--- src/rtl/clk_pwr_pkg.sv ---
package clk_pwr_pkg;

    typedef enum logic [2:0] {
        ST_NORMAL,
        ST_SLOW,
        ST_SWITCH,
        ST_IDLE,
        ST_SLEEP,
        ST_WAKE
    } pwr_state_e;

    localparam logic [1:0] MODE_NORMAL = 2'b00;
    localparam logic [1:0] MODE_SLOW   = 2'b01;
    localparam logic [1:0] MODE_IDLE   = 2'b10;
    localparam logic [1:0] MODE_SLEEP  = 2'b11;

    localparam logic [1:0] HS_INT_RC   = 2'd0;

    localparam logic [1:0] WDT_SYSDIV  = 2'd0;
    localparam logic [1:0] WDT_LIRC    = 2'd1;
    localparam logic [1:0] WDT_LXTAL   = 2'd2;

endpackage

--- src/rtl/clk_src_policy.sv ---
module clk_src_policy
    import clk_pwr_pkg::*;
#(
    parameter bit FLEXIBLE = 1'b0
) (
    input  logic [1:0] hs_src,
    input  logic       lx_fitted,
    input  logic       lx_keep,
    output logic       lx_present,
    output logic       slow_ok,
    output logic       lx_halt_run
);

    logic on_int_rc;
    assign on_int_rc = (hs_src == HS_INT_RC);

    generate
        if (FLEXIBLE) begin : g_flex
            assign lx_present  = lx_fitted;
            assign lx_halt_run = lx_fitted & lx_keep;
        end else begin : g_restr
            // Crystal shares its pins with the external high-speed options.
            assign lx_present  = lx_fitted & on_int_rc;
            assign lx_halt_run = lx_fitted & on_int_rc;
        end
    endgenerate

    assign slow_ok = lx_present & on_int_rc;

endmodule

--- src/rtl/pwr_mode_fsm.sv ---
module pwr_mode_fsm
    import clk_pwr_pkg::*;
#(
    parameter int WAKE_CYCLES = 16
) (
    input  logic       clk,
    input  logic       rst_n,
    input  logic       slow_req,
    input  logic       lx_halt_run,
    input  logic       halt_req,
    input  logic       wake,
    input  logic       hs_tick,
    input  logic       lx_tick,
    output logic [1:0] mode_o,
    output logic       sys_ce_o,
    output logic       hs_en_o,
    output logic       in_sleep_o
);

    localparam int WCW = $clog2(WAKE_CYCLES + 1);
    localparam logic [WCW-1:0] WAKE_LAST = WCW'(WAKE_CYCLES - 1);

    pwr_state_e     state, state_nx;
    logic           slow_dest, dest_nx;
    logic [WCW-1:0] wake_cnt;
    logic           back_slow;

    assign back_slow = slow_dest & slow_req;

    always_ff @(posedge clk or negedge rst_n) begin
        if (!rst_n) begin
            state     <= ST_NORMAL;
            slow_dest <= 1'b0;
            wake_cnt  <= '0;
        end else begin
            state     <= state_nx;
            slow_dest <= dest_nx;
            wake_cnt  <= (state == ST_WAKE) ? wake_cnt + 1'b1 : '0;
        end
    end

    always_comb begin
        state_nx = state;
        dest_nx  = slow_dest;
        unique case (state)
            ST_NORMAL: begin
                if (halt_req) begin
                    state_nx = lx_halt_run ? ST_IDLE : ST_SLEEP;
                    dest_nx  = 1'b0;
                end else if (slow_req) begin
                    state_nx = ST_SWITCH;
                    dest_nx  = 1'b1;
                end
            end
            ST_SLOW: begin
                if (halt_req) begin
                    state_nx = lx_halt_run ? ST_IDLE : ST_SLEEP;
                    dest_nx  = 1'b1;
                end else if (!slow_req) begin
                    state_nx = ST_SWITCH;
                    dest_nx  = 1'b0;
                end
            end
            ST_SWITCH: begin
                if (slow_dest && !slow_req) begin
                    dest_nx = 1'b0;
                end else if (slow_dest ? lx_tick : hs_tick) begin
                    state_nx = slow_dest ? ST_SLOW : ST_NORMAL;
                end
            end
            ST_IDLE, ST_SLEEP: begin
                if (wake) state_nx = ST_WAKE;
            end
            ST_WAKE: begin
                if (wake_cnt == WAKE_LAST) state_nx = back_slow ? ST_SLOW : ST_NORMAL;
            end
            default: state_nx = ST_NORMAL;
        endcase
    end

    always_comb begin
        mode_o     = MODE_NORMAL;
        sys_ce_o   = 1'b0;
        hs_en_o    = 1'b0;
        in_sleep_o = 1'b0;
        unique case (state)
            ST_NORMAL: begin
                sys_ce_o = hs_tick;
                hs_en_o  = 1'b1;
            end
            ST_SLOW: begin
                mode_o   = MODE_SLOW;
                sys_ce_o = lx_tick & slow_req;
            end
            ST_SWITCH: begin
                mode_o  = slow_dest ? MODE_SLOW : MODE_NORMAL;
                hs_en_o = !slow_dest;
            end
            ST_IDLE:  mode_o = MODE_IDLE;
            ST_SLEEP: begin
                mode_o     = MODE_SLEEP;
                in_sleep_o = 1'b1;
            end
            ST_WAKE: begin
                mode_o  = back_slow ? MODE_SLOW : MODE_NORMAL;
                hs_en_o = !back_slow;
            end
            default: mode_o = MODE_NORMAL;
        endcase
    end

    // a halted controller stays halted until a wake event
    assert_halt_held_R8: assert property (@(posedge clk) disable iff (!rst_n)
        ((state == ST_IDLE || state == ST_SLEEP) && !wake) |=> (state == $past(state)));

    // halt is entered only from a settled run mode
    assert_halt_entry_R6: assert property (@(posedge clk) disable iff (!rst_n)
        ((state == ST_IDLE || state == ST_SLEEP) && $past(state) != state)
            |-> ($past(state) == ST_NORMAL || $past(state) == ST_SLOW));

endmodule

--- src/rtl/wdt_clk_sel.sv ---
module wdt_clk_sel
    import clk_pwr_pkg::*;
#(
    parameter int WDT_DIV = 4
) (
    input  logic       clk,
    input  logic       rst_n,
    input  logic [1:0] sel,
    input  logic       sys_ce,
    input  logic       lirc_tick,
    input  logic       lx_tick,
    input  logic       lx_en,
    output logic       wdt_ce,
    output logic       lirc_en
);

    localparam int DW = (WDT_DIV > 1) ? $clog2(WDT_DIV) : 1;
    localparam logic [DW-1:0] DIV_LAST = DW'(WDT_DIV - 1);

    logic [DW-1:0] div_cnt;
    logic          div_pulse;

    always_ff @(posedge clk or negedge rst_n) begin
        if (!rst_n) begin
            div_cnt <= '0;
        end else if (sys_ce) begin
            div_cnt <= (div_cnt == DIV_LAST) ? '0 : div_cnt + 1'b1;
        end
    end

    assign div_pulse = sys_ce & (div_cnt == DIV_LAST);
    assign lirc_en   = (sel == WDT_LIRC);

    always_comb begin
        unique case (sel)
            WDT_LIRC:  wdt_ce = lirc_tick & lirc_en;
            WDT_LXTAL: wdt_ce = lx_tick & lx_en;
            default:   wdt_ce = div_pulse;
        endcase
    end

    // a divided watchdog tick only falls on a system tick
    assert_div_on_sys_R9: assert property (@(posedge clk) disable iff (!rst_n)
        (wdt_ce && (sel == WDT_SYSDIV || sel == 2'd3)) |-> sys_ce);

endmodule

--- src/rtl/clk_pwr_ctrl.sv ---
module clk_pwr_ctrl
    import clk_pwr_pkg::*;
#(
    parameter bit FLEXIBLE    = 1'b0,
    parameter int WAKE_CYCLES = 16,
    parameter int WDT_DIV     = 4
) (
    input  logic       clk,
    input  logic       rst_n,
    input  logic [1:0] hs_src,
    input  logic       lx_fitted,
    input  logic       slow_sel,
    input  logic       lx_keep,
    input  logic [1:0] wdt_src,
    input  logic       halt_req,
    input  logic       wake,
    input  logic       hs_tick,
    input  logic       lx_tick,
    input  logic       lirc_tick,
    output logic       sys_ce,
    output logic       wdt_ce,
    output logic       hs_osc_en,
    output logic       lx_osc_en,
    output logic       lirc_osc_en,
    output logic [1:0] mode
);

    logic lx_present, slow_ok, lx_halt_run, in_sleep;

    clk_src_policy #(.FLEXIBLE(FLEXIBLE)) u_policy (
        .hs_src     (hs_src),
        .lx_fitted  (lx_fitted),
        .lx_keep    (lx_keep),
        .lx_present (lx_present),
        .slow_ok    (slow_ok),
        .lx_halt_run(lx_halt_run)
    );

    pwr_mode_fsm #(.WAKE_CYCLES(WAKE_CYCLES)) u_fsm (
        .clk        (clk),
        .rst_n      (rst_n),
        .slow_req   (slow_sel & slow_ok),
        .lx_halt_run(lx_halt_run),
        .halt_req   (halt_req),
        .wake       (wake),
        .hs_tick    (hs_tick),
        .lx_tick    (lx_tick),
        .mode_o     (mode),
        .sys_ce_o   (sys_ce),
        .hs_en_o    (hs_osc_en),
        .in_sleep_o (in_sleep)
    );

    assign lx_osc_en = lx_present & !in_sleep;

    wdt_clk_sel #(.WDT_DIV(WDT_DIV)) u_wdt (
        .clk      (clk),
        .rst_n    (rst_n),
        .sel      (wdt_src),
        .sys_ce   (sys_ce),
        .lirc_tick(lirc_tick),
        .lx_tick  (lx_tick),
        .lx_en    (lx_osc_en),
        .wdt_ce   (wdt_ce),
        .lirc_en  (lirc_osc_en)
    );

    // every system tick comes from an enabled source
    assert_ce_source_R4: assert property (@(posedge clk) disable iff (!rst_n)
        sys_ce |-> ((hs_tick && hs_osc_en) || (lx_tick && lx_osc_en)));

    // halted modes carry no system tick and no high-speed oscillator
    assert_halt_quiet_R6: assert property (@(posedge clk) disable iff (!rst_n)
        mode[1] |-> (!sys_ce && !hs_osc_en));

    // restricted variant never runs the crystal beside an external source
    assert_restricted_lx_R5: assert property (@(posedge clk) disable iff (!rst_n)
        (!FLEXIBLE && hs_src != HS_INT_RC) |-> !lx_osc_en);

    // Sleep always has the crystal stopped
    assert_sleep_lx_off_R7: assert property (@(posedge clk) disable iff (!rst_n)
        (mode == MODE_SLEEP) |-> !lx_osc_en);

endmodule

--- config.mk ---
export PLATFORM = sky130hd
export DESIGN_NAME = clk_pwr_ctrl
export DESIGN_NICKNAME = d
export VERILOG_FILES = /design/src/rtl/clk_pwr_pkg.sv /design/src/rtl/clk_src_policy.sv /design/src/rtl/pwr_mode_fsm.sv /design/src/rtl/wdt_clk_sel.sv /design/src/rtl/clk_pwr_ctrl.sv
export SDC_FILE = /design/constraint.sdc
export NUM_CORES = 1
export LEC_CHECK = 0
export ABC_AREA = 1
export CAP_MARGIN = 20
export CORE_MARGIN = 3
export CORE_UTILIZATION = 52
export CTS_BUF_LIST = sky130_fd_sc_hd__clkbuf_2 sky130_fd_sc_hd__clkbuf_4 sky130_fd_sc_hd__clkbuf_8
export DETAILED_ROUTE_END_ITERATION = 8
export PLACE_DENSITY = 0.82
export SLEW_MARGIN = 15
export SYNTH_ARGS = -nofsm -noshare
export SYNTH_HDL_FRONTEND = slang
export SYNTH_HIERARCHICAL = 1
export SYNTH_SLANG_ARGS = --single-unit
export TNS_END_PERCENT = 20
--- constraint.sdc ---
create_clock -name clk -period 2.06 [get_ports clk]
set_input_delay 0.309 -clock clk [delete_from_list [all_inputs] [get_ports clk]]
set_output_delay 0.309 -clock clk [all_outputs]
set_load 0.005 [all_outputs]
==> flow_summary_export.csv <==
group,metric,value,unit
final_layout,diodes,0,
pwr,peakVddDrop,0.000931,V
timing,max_slew_margin,0.676,
timing,finalSetupViolations,1,
timing,drv_slew,0,
critical_path,cp_num_buf_inv,6,
critical_path,cp_common_cell,"inv_1",
cts,hold_buffers,0,
yosys,ys_ff_latch,11,
route,via_per_inst,4.98,
route,drt_iter0_drc,23,
place,post-dp-hpwl,1680,um
cts,cts_tree,"yes",
global_route,globalRouteMet1Util,0.225,
floorplanning,die_width,49.2,um
route,vias,922,
cts,clock_latency,0.26,ns
cts,path_clk_slew,0.07,ns
timing,tightest_slew,0.484,ns
yosys,ys_warn_count,6,
yosys,yosys-top-cells-count,"22 x nand2_1, 18 x inv_1, 16 x nor2_1",
critical_path,r2r_setup_slack,0.56,ns
pwr,p_leak,0.656,nW
pwr,power.density,1080,nW/um2
global_route,grt_pass1_vias,942,
floorplanning,core,1630,um2
global_route,antenna_found_initial,0,
critical_path,cp_data_required_time,1.75,ns
timing,finalCritPeriodShare,1.01,
timing,whs,0.369,ns
floorplanning,fp.dieH,49.2,um
route,antenna_left,0,
route,drcViolationCount,0,
final_layout,nFillCells,123,
critical_path,cp_max_fo,3,
pwr,finalPower,1.40,mW
route,drt-pass1-iter-count,4,
yosys,synth_top_area_cell,"dfrtp_1",
yosys,synth_flop_cell,"dfrtp_1",
critical_path,crit_slowest_cell,"clkdlybuf4s50_1",
cts,root_buffer,"clkbuf_4",
critical_path,setup.worst_path.start_class,"input pin",
global_route,top_usage_layer,"met2",
yosys,ys_async_sr_fraction,1.00,
place,place.gp.congestion,0.903,
timing,fin_ws,-0.0227,ns
cts,clock-sinks,11,
final_layout,num-nets-final,181,
timing,skew,0.00304,ns
yosys,yosysSeqAreaShare,0.284,
global_route,grt_pass1_wl,3770,um
floorplanning,num_io_pins,21,
yosys,synth_nets,148,
worst_hold_path,min_path_type,"input pin to async pin",
global_route,grt_max_degree,12,
yosys,synth-edff-count,0,
cts,numCtsBuffers,3,
route,wire_per_inst,12.1,um
final_layout,drive_gt1_frac,0.311,
critical_path,critPathKind,"input pin to primary output",
critical_path,worstPathArrival,1.77,ns
route,routed_wl,2230,um
yosys,syn_avg_cell_area,7.51,um2
critical_path,path_delay_family,"buffers and inverters",
global_route,met2_usage,0.364,
global_route,grt.total_usage,0.199,
global_route,use_met3,0.0703,
timing,fin_crit,2.08,ns
yosys,netlist-cell-type-count,25,
yosys,synth_top_area_share,0.284,
floorplanning,rows,14,
critical_path,cp-end-kind,"primary output",
yosys,netlist_instances,129,
floorplanning,initial_core_util,0.594,
yosys,synth_area_leaders,"dfrtp_1 28%, nand2_1 8.5%, nor2_4 8.1%, inv_1 7.0%, ha_1 6.5%",
floorplanning,die_area,2420,um2
place,numPortBuffers,19,
critical_path,crit_chain,"clkdlybuf4s50_1 > inv_1 > nand2_1 > nor2_2 > nand2_1 > inv_1 > buf_4 > nand2_4 > inv_1 > o21ai_0 > dlygate4sd2_1",
job,max_cap_viol_count,0,
status,outcome,"finished with violations",
critical_path,slowest_delay,0.46,ns
yosys,yosysMostFrequentCell,"nand2_1",
timing,fmax,0.480,GHz
cts,clockBufferDepth,2,
timing,final-hold-violation-count,0,
global_route,grt-ovfl-total,0,
final_layout,area_growth,33.1,%
yosys,syn_area,968,um2
status,violations,"setup timing",
cts,htree_levels,1,
[through the flow]
step                      instances  setup TNS, ns  instance area (um2)   util  worst slack (ns)
after global placement          181         -0.900                 1240  0.764            -0.253
final                           185        -0.0227                 1290  0.791           -0.0227
after detailed placement        181          -1.04                 1240  0.764            -0.284
after floorplan                 129              0                  968      -             0.178
after global routing            185         -0.111                 1290  0.791            -0.111
after CTS                       185              0                 1280  0.786            0.0601
[what timing repair did]
action                     in CTS  in global routing
hold endpoints to repair        0                  0
setup endpoints to repair       5                  4
pin swaps                       2                  1
gates resized for setup        10                  6
gates cloned                    0                  0
buffers inserted                0                  0
[registers in the layout, summed over array words and instances, names as in the netlist]
signal / flops
u_fsm/wake_cnt: 5
u_fsm/slow_dest: 1
u_fsm/state: 3
u_wdt/div_cnt: 2
[metal layers]
metal  up-vias  share of wire
li1        465              -
met1       433           0.43
met2        22           0.52
met3         2          0.050
met4         0         0.0081
met5         -              0
[cells by family after synthesis]
family                     after synthesis  synth area share
adders and majority gates                5            0.0646
buffers and inverters                   28             0.142
and+or+nand+nor                         73             0.439
AOI/OAI and AO/OA                       11            0.0607
xor gates and xnor gates                 1           0.00905
DFF                                     11             0.284
[placed cells by master, fill, tap and decap left out, types with 2 or more instances in the layout]
master / count
nor2_2: 3
nor2_1: 15
ha_1: 5
nor2_4: 8
o21ai_0: 4
clkbuf_4: 4
buf_4: 14
dfrtp_1: 10
inv_2: 4
clkdlybuf4s50_1: 14
dlygate4sd2_1: 2
inv_1: 18
nand2_4: 3
nand3_1: 12
nand2_1: 21
nand3_4: 2
nand2_2: 4
a21oi_1: 3
o21ai_1: 2
[final cells by class]
| cell class | instances | area [um2] | area share |
|---|---|---|---|
| Clock buffer | 4 | 30.0 | 0.0233 |
| Tap cell | 24 | 30.0 | 0.0233 |
| Multi-Input combinational cell | 90 | 574 | 0.446 |
| Timing Repair Buffer | 33 | 289 | 0.224 |
| Sequential cell | 11 | 277 | 0.215 |
| Inverter | 23 | 88.8 | 0.0689 |
[report_power, final]
group          internal [mW]  switching, mW  total (mW)  leakage (nW)
Clock                 0.0881         0.0672       0.155        0.0184
Combinational          0.396          0.488       0.883         0.495
Sequential             0.281         0.0778       0.359         0.143
[path summary, 6_finish.rpt]
path,start,endpoint,depth (start not counted)
min reg2reg,u_fsm/wake_cnt[0],u_fsm/wake_cnt[0],1
min in group clk,u_fsm/wake_cnt[0],u_fsm/wake_cnt[0],1
min,rst_n,u_fsm/wake_cnt[3],1
max in group asynchronous,rst_n,u_fsm/state[1],1
max,hs_src[1],hs_osc_en,11
max reg2reg,u_fsm/wake_cnt[0],u_fsm/state[1],10
No activity file was read; power rests on OpenSTA's default activity.
